--- config.mk ---
export PLATFORM = sky130hd
export DESIGN_NAME = pll_unlock_watch
export DESIGN_NICKNAME = d
export VERILOG_FILES = /design/src/rtl/pul_pkg.sv /design/src/rtl/pul_width_meter.sv /design/src/rtl/pul_hold_fsm.sv /design/src/rtl/pul_pin_stage.sv /design/src/rtl/pll_unlock_watch.sv
export SDC_FILE = /design/constraint.sdc
export NUM_CORES = 1
export LEC_CHECK = 0
export ABC_AREA = 1
export CAP_MARGIN = 0
export CORE_ASPECT_RATIO = 0.5
export CORE_MARGIN = 2
export CORE_UTILIZATION = 56
export DETAILED_ROUTE_END_ITERATION = 7
export DONT_BUFFER_PORTS = 1
export PLACE_DENSITY_LB_ADDON = 0.2
export SYNTH_ARGS = -nofsm -noshare
export SYNTH_HDL_FRONTEND = slang
export SYNTH_SLANG_ARGS = --single-unit
--- constraint.sdc ---
create_clock -name clk -period 1.71 [get_ports clk]
set_clock_uncertainty 0.05 [all_clocks]
set_input_delay 0.342 -clock clk [delete_from_list [all_inputs] [get_ports clk]]
set_output_delay 0.342 -clock clk [all_outputs]
set_load 0.05 [all_outputs]
--- src/rtl/pul_pkg.sv ---
// Package pul_pkg
// Shared encodings for the PLL out-of-lock detector.
// Assumes: the 2-bit selector encoding is fixed by the control word layout.
package pul_pkg;

    // Detection mode selector
    typedef enum logic [1:0] {
        SEL_OFF    = 2'b00,
        SEL_DIRECT = 2'b01,
        SEL_NARROW = 2'b10,
        SEL_WIDE   = 2'b11
    } sel_e;

    // Delay/hold state of the windowed detector
    typedef enum logic [1:0] {
        HS_LOCK = 2'b00,
        HS_PEND = 2'b01,
        HS_UNL  = 2'b10
    } hold_e;

endpackage

--- src/rtl/pul_width_meter.sv ---
// Module pul_width_meter
// Counts consecutive high samples of the merged error pulse. Flags a
// violation on every sample that lies beyond the selected window limit.
// Assumes: err is synchronous to clk; clr wins over counting.
module pul_width_meter #(
    parameter int CNT_W = 6
) (
    input  logic             clk,
    input  logic             rst_n,
    input  logic             clr,
    input  logic             err,
    input  logic [CNT_W-1:0] limit,
    output logic             viol
);
    localparam logic [CNT_W-1:0] CNT_MAX = '1;

    logic [CNT_W-1:0] run_cnt;   // number of earlier consecutive high samples

    // Purpose: track the length of the current error pulse, saturating
    always_ff @(posedge clk) begin
        if (!rst_n || clr) begin
            run_cnt <= '0;
        end else if (err) begin
            if (run_cnt != CNT_MAX) run_cnt <= run_cnt + 1'b1;
        end else begin
            run_cnt <= '0;
        end
    end

    // Purpose: a sample is a violation once limit samples already precede it
    always_comb begin
        viol = err && (run_cnt >= limit) && !clr;
    end

endmodule

--- src/rtl/pul_hold_fsm.sv ---
// Module pul_hold_fsm
// Turns violations into a delayed, stretched unlock state. Violations must
// recur for MS_TICKS ticks before unlock is declared. Unlock is held until
// MS_TICKS ticks pass without a violation.
// Assumes: MS_TICKS >= 2; a tick is one pulse every TICK_DIV clocks.
module pul_hold_fsm
    import pul_pkg::*;
#(
    parameter int TICK_DIV = 36,
    parameter int MS_TICKS = 1000
) (
    input  logic clk,
    input  logic rst_n,
    input  logic clr,
    input  logic viol,
    output logic unl_nxt
);
    localparam int TW = $clog2(MS_TICKS + 1);
    localparam int PW = (TICK_DIV > 1) ? $clog2(TICK_DIV) : 1;
    localparam logic [TW-1:0] TLAST = TW'(MS_TICKS - 1);

    logic          tick;
    hold_e         st, st_n;
    logic [TW-1:0] qual_t, qual_n;   // ticks since first violation
    logic [TW-1:0] quiet_t, quiet_n; // ticks since last violation

    // Prescaler variant chosen by TICK_DIV
    generate
        if (TICK_DIV == 1) begin : g_nodiv
            assign tick = 1'b1;
        end else begin : g_div
            localparam logic [PW-1:0] PLAST = PW'(TICK_DIV - 1);
            logic [PW-1:0] pre_cnt;

            // Purpose: free-running divider, restarted on clear
            always_ff @(posedge clk) begin
                if (!rst_n || clr)         pre_cnt <= '0;
                else if (pre_cnt == PLAST) pre_cnt <= '0;
                else                       pre_cnt <= pre_cnt + 1'b1;
            end
            assign tick = (pre_cnt == PLAST);
        end
    endgenerate

    // Purpose: next-state and timer logic for qualify and hold phases
    always_comb begin
        st_n    = st;
        qual_n  = qual_t;
        quiet_n = quiet_t;
        if (clr) begin
            st_n    = HS_LOCK;
            qual_n  = '0;
            quiet_n = '0;
        end else begin
            unique case (st)
                HS_LOCK: begin
                    if (viol) begin
                        st_n    = HS_PEND;
                        qual_n  = '0;
                        quiet_n = '0;
                    end
                end
                HS_PEND: begin
                    if (viol) begin
                        quiet_n = '0;
                    end else if (tick) begin
                        if (quiet_t == TLAST) st_n = HS_LOCK;
                        else                  quiet_n = quiet_t + 1'b1;
                    end
                    if (st_n == HS_PEND && tick) begin
                        if (qual_t == TLAST) st_n = HS_UNL;
                        else                 qual_n = qual_t + 1'b1;
                    end
                end
                HS_UNL: begin
                    if (viol) begin
                        quiet_n = '0;
                    end else if (tick) begin
                        if (quiet_t == TLAST) begin
                            st_n    = HS_LOCK;
                            quiet_n = '0;
                        end else begin
                            quiet_n = quiet_t + 1'b1;
                        end
                    end
                end
                default: st_n = HS_LOCK;
            endcase
        end
    end

    // Purpose: state and timer registers
    always_ff @(posedge clk) begin
        if (!rst_n) begin
            st      <= HS_LOCK;
            qual_t  <= '0;
            quiet_t <= '0;
        end else begin
            st      <= st_n;
            qual_t  <= qual_n;
            quiet_t <= quiet_n;
        end
    end

    // Purpose: expose the post-edge unlock state to the pin stage
    always_comb begin
        unl_nxt = (st_n == HS_UNL);
    end

endmodule

--- src/rtl/pul_pin_stage.sv ---
// Module pul_pin_stage
// Registers the open-drain pin controls from the mode, the release input
// and the unlock indication.
// Assumes: unl_nxt already reflects any clear performed this cycle.
module pul_pin_stage
    import pul_pkg::*;
(
    input  logic clk,
    input  logic rst_n,
    input  sel_e sel,
    input  logic release_pin,
    input  logic err,
    input  logic unl_nxt,
    output logic pin_oe,
    output logic pin_drive_low
);
    logic armed;
    logic indicate;

    // Purpose: decide whether the driver is armed and what it reports
    always_comb begin
        armed = (sel != SEL_OFF) && !release_pin;
        unique case (sel)
            SEL_DIRECT:             indicate = err;
            SEL_NARROW, SEL_WIDE:   indicate = unl_nxt;
            default:                indicate = 1'b0;
        endcase
    end

    // Purpose: output registers, released in reset
    always_ff @(posedge clk) begin
        if (!rst_n) begin
            pin_oe        <= 1'b0;
            pin_drive_low <= 1'b0;
        end else begin
            pin_oe        <= armed;
            pin_drive_low <= armed && indicate;
        end
    end

endmodule

--- src/rtl/pll_unlock_watch.sv ---
// Module pll_unlock_watch (top)
// Out-of-lock detector: merges the comparator pulses, measures the width,
// qualifies violations over time and drives the open-drain status pin.
// Assumes: pd_up/pd_dn are synchronous to clk; window limits are in clk
// cycles; a tick period times MS_TICKS is about 1 ms.
module pll_unlock_watch
    import pul_pkg::*;
#(
    parameter int WIN_NARROW = 18,
    parameter int WIN_WIDE   = 36,
    parameter int TICK_DIV   = 36,
    parameter int MS_TICKS   = 1000
) (
    input  logic       clk,
    input  logic       rst_n,
    input  logic       pd_up,
    input  logic       pd_dn,
    input  logic [1:0] win_sel,
    input  logic       pin_release,
    output logic       pin_oe,
    output logic       pin_drive_low
);
    localparam int CNT_W = $clog2(WIN_WIDE + 2);
    localparam logic [CNT_W-1:0] LIM_NARROW = CNT_W'(WIN_NARROW);
    localparam logic [CNT_W-1:0] LIM_WIDE   = CNT_W'(WIN_WIDE);

    sel_e             sel, sel_q;
    logic             err;
    logic             sel_chg;
    logic             clr_meas;
    logic [CNT_W-1:0] limit;
    logic             viol;
    logic             unl_nxt;

    // Purpose: decode the selector and merge the comparator pulses
    always_comb begin
        sel      = sel_e'(win_sel);
        err      = pd_up | pd_dn;
        sel_chg  = (sel != sel_q);
        clr_meas = sel_chg || !(sel == SEL_NARROW || sel == SEL_WIDE);
        limit    = (sel == SEL_WIDE) ? LIM_WIDE : LIM_NARROW;
    end

    // Purpose: remember the selector to spot changes
    always_ff @(posedge clk) begin
        if (!rst_n) sel_q <= SEL_OFF;
        else        sel_q <= sel;
    end

    pul_width_meter #(
        .CNT_W (CNT_W)
    ) i_meter (
        .clk   (clk),
        .rst_n (rst_n),
        .clr   (clr_meas),
        .err   (err),
        .limit (limit),
        .viol  (viol)
    );

    pul_hold_fsm #(
        .TICK_DIV (TICK_DIV),
        .MS_TICKS (MS_TICKS)
    ) i_hold (
        .clk     (clk),
        .rst_n   (rst_n),
        .clr     (clr_meas),
        .viol    (viol),
        .unl_nxt (unl_nxt)
    );

    pul_pin_stage i_pin (
        .clk           (clk),
        .rst_n         (rst_n),
        .sel           (sel),
        .release_pin   (pin_release),
        .err           (err),
        .unl_nxt       (unl_nxt),
        .pin_oe        (pin_oe),
        .pin_drive_low (pin_drive_low)
    );

endmodule

==> flow_metrics.env <==
export IMPL_ios=9
export IMPL_postSynthCellCount=300
export IMPL_fillerInstances=284
export IMPL_busiest_layer="met2"
export IMPL_unrepaired_setup_endpoints_after_global_routing="yes"
export IMPL_post_route_min_period_ns=1.84
export IMPL_remaining_drc_errors=0
export IMPL_dr_pass1_iters=4
export IMPL_timing_final_hold_violations=0
export IMPL_place_detailed_instances=369
export IMPL_rr_worst_depth=14
export IMPL_clock_tree_buffer_depth=2
export IMPL_gr_layer_usage_met3=0.0578
export IMPL_detailed_place_hpwl_mm=3.25
export IMPL_path_delay_family="simple AND/OR/NAND/NOR gates"
export IMPL_static_leakage_power_nw=0.983
export IMPL_final_count_of_negative_setup_slack_endpoints=17
export IMPL_dieArea_mm2=0.00430
export IMPL_status="finished with violations"
export IMPL_hold_path_depth=1
export IMPL_fmaxAchievable_mhz=544
export IMPL_routed_via_count=2055
export IMPL_violated_checks="setup timing"
export IMPL_post_route_cells_drive_above_1_share=0.266
export IMPL_synth_ff_latch_count=38
export IMPL_core_area_mm2=0.00353
export IMPL_tritoncts="built"
export IMPL_post_drt_via_cell_ratio=5.34
export IMPL_final_nets=351
export IMPL_vias_in_the_first_global_route=1863
export IMPL_cells_traversed_along_the_worst_timing_path="inv_2, ha_4, inv_2, o21ai_1, nand2_1, nand2_2, nand2_4, inv_2, nor2_2, a21oi_4, nand2_4, inv_6, nand2_1, a21oi_2"
export IMPL_met2_routing_resource_usage_after_global_routing=0.445
export IMPL_min_delay_worst_endpoint="i_pin.pin_oe"
export IMPL_postCtsHoldBufs=0
export IMPL_finalInstanceArea_mm2=0.00266
export IMPL_fp_row_count=15
export IMPL_drv_cap=0
export IMPL_worstMarginPinSlew_ns=0.478
export IMPL_htreeDepth=2
export IMPL_timing_max_transition_violations_final=0
export IMPL_clk_insertion_delay_late_ns=0.29
export IMPL_die_y_um=47.4
export IMPL_timing_rr_end="i_hold.qual_t[2]"
export IMPL_slew_limit_headroom=0.681
export IMPL_pwr_density_cell_mw_per_mm2=587
export IMPL_die_w_um=90.8
export IMPL_cp_slowest_cell="dfxtp_2"
export IMPL_groute_usage_overall=0.235
export IMPL_end_kind="register"
export IMPL_hold_crit_class="in2reg"
export IMPL_start_kind="register"
export IMPL_cp_arrival_ns=2.02
export IMPL_syn_mean_instance_area_um2=7.03
export IMPL_hold_worst_slack_ns=0.0753
export IMPL_hold_path_startpoint="pin_release"
export IMPL_synth_sequential_area_ratio=0.361
export IMPL_peak_supply_drop_mv=0.470
export IMPL_synth_warn=0
export IMPL_worstSetupPathType="reg2reg"
export IMPL_detailedRoute_firstIterationViolations=138
export IMPL_timing_rr_start="i_meter.run_cnt[1]"
export IMPL_max_stage_delay_ns=0.34
export IMPL_ant_nets=0
export IMPL_timing_reg2reg_setup_slack_ns=-0.13
export IMPL_grt_first_pass_wirelength_mm=7.82
export IMPL_wire_per_inst_um=13.1
export IMPL_grt_overflow_total=0
export IMPL_clk_root_buffer_cell="clkbuf_8"
export IMPL_grt_max_degree=11
export IMPL_syn_cell_area_mm2=0.00211
export IMPL_critical_path_peak_fanout=6
export IMPL_synth_cell_types=30
export IMPL_path_clk_slew_ns=0.07
export IMPL_grt_antenna_before_repair=0
export IMPL_initial_core_util=0.598
export IMPL_tritoncts_buffers=5
export IMPL_drt_wl_total_mm=5.05
export IMPL_syn_to_final_growth_pct=25.9
export IMPL_layout_setup_ws_ns=-0.128
export IMPL_gp_congestion=0.894
export IMPL_tritoncts_num_sinks=38
export IMPL_worst_path_buf_inv=4
export IMPL_port_buffers=0
export IMPL_mappedNetlistNets=316
export IMPL_most_prevalent_standard_cell_on_the_critical_path="inv_2"
export IMPL_crit_required_ns=1.89
export IMPL_antenna_cells_inserted=0
export IMPL_layoutNonFillerInstCount=385
export IMPL_dpl_cell_area_mm2=0.00234
export IMPL_fin_crit_sh=1.07
export IMPL_met1_usage=0.274
## routing by layer
| metal | wire (um) | part of all wire |
|---|---|---|
| met2 | 2500 | 0.50 |
| met4 | 80 | 0.016 |
| met5 | 0 | 0 |
| met3 | 243 | 0.048 |
| met1 | 2230 | 0.44 |
## repair_timing
item,4_1_cts,5_1_grt
setup endpoints to repair,22,23
hold endpoints to repair,0,0
setup buffers,6,1
resized for setup,10,32
gates cloned,2,1
pin swaps,11,8
## cells in the mapped netlist (all sizes together)
master,number,area [um2]
nor3,10,50.1
a21oi,21,120
xor2,16,140
nor4,1,6.26
nand3b,2,27.5
o21ai,5,25.0
ha,9,113
a211oi,2,15.0
nor2,49,189
o21bai,1,7.51
inv,38,148
clkinv,1,3.75
or2,2,12.5
nor3b,1,7.51
nand2,73,297
and3,1,6.26
nand3,18,95.1
nand4,10,68.8
xnor2,2,17.5
dfxtp,38,761
## per-stage QoR
step | setup TNS (ns) | setup slack, ns | util | total power (W)
2_1_floorplan | -0.0227 | -0.0227 | - | 0.000951
3_3_place_gp | -0.857 | -0.0867 | 0.663 | 0.000957
3_5_place_dp | -1.18 | -0.104 | 0.663 | 0.000958
4_1_cts | -0.678 | -0.0734 | 0.712 | 0.00156
5_1_grt | -3.83 | -0.230 | 0.753 | 0.00161
6_report | -1.42 | -0.128 | 0.753 | 0.00156
## flip-flops by register name, indices dropped and copies added (netlist names)
signal / count
i_hold.g_div.pre_cnt: 6
i_hold.qual_t: 10
i_hold.quiet_t: 10
i_hold.st: 2
i_meter.run_cnt: 6
i_pin.pin_drive_low: 1
i_pin.pin_oe: 1
sel_q: 2
## power by group
group	internal, W	switching (W)	leakage, nW
clock network	0.000311	0.000305	0.0431
registers	0.000890	0.0000112	0.309
logic	0.0000169	0.0000233	0.631
total	0.00122	0.000340	0.983
## how the worst max path moves through the flow
stage | to | cells after the start | slack [ns] | startpoint
2_1_floorplan | i_hold.qual_t[1] | 15 | -0.02 | win_sel[1]
3_3_place_gp | i_hold.qual_t[3] | 14 | -0.09 | win_sel[1]
3_5_place_dp | i_hold.quiet_t[3] | 13 | -0.10 | i_hold.g_div.pre_cnt[0]
4_1_cts | i_hold.qual_t[9] | 14 | -0.07 | i_meter.run_cnt[1]
5_1_grt | i_hold.qual_t[5] | 14 | -0.23 | i_meter.run_cnt[1]
6_report | i_hold.qual_t[2] | 14 | -0.13 | i_meter.run_cnt[1]
## logic make-up after synthesis
logic type      Yosys count  synth area share
fa+ha+maj                 9            0.0534
xor+xnor                 18            0.0747
buf+inv                  39            0.0718
flops                    38             0.361
compound gates           29            0.0795
simple gates            167             0.360
## final cells by class
cell class              count  area [um2]  share of cell area
multi-input cells         225        1390               0.524
inverters                  39         151              0.0570
clock buffers               6        82.6              0.0311
flip-flops and latches     38         766               0.288
well taps                  51        63.8              0.0240
repair inverters            1        6.26             0.00236
repair buffers             25         195              0.0735
## cells in the final DEF, fill, tap and decap left out, types with 5 or more instances in the layout
master,netlist,layout
inv_1,34,30
nand2_1,66,57
buf_4,0,23
nor3_1,10,8
clkbuf_8,0,6
ha_1,9,7
nor2_1,47,44
inv_2,3,7
nor2_2,2,5
nand4_1,9,9
nand3_1,17,12
dfxtp_1,38,34
a21oi_1,19,14
nand2_2,6,10
nand2_4,1,7
xor2_1,16,16
a21oi_2,1,6
Note: power is estimated with default switching activity, not from simulation.
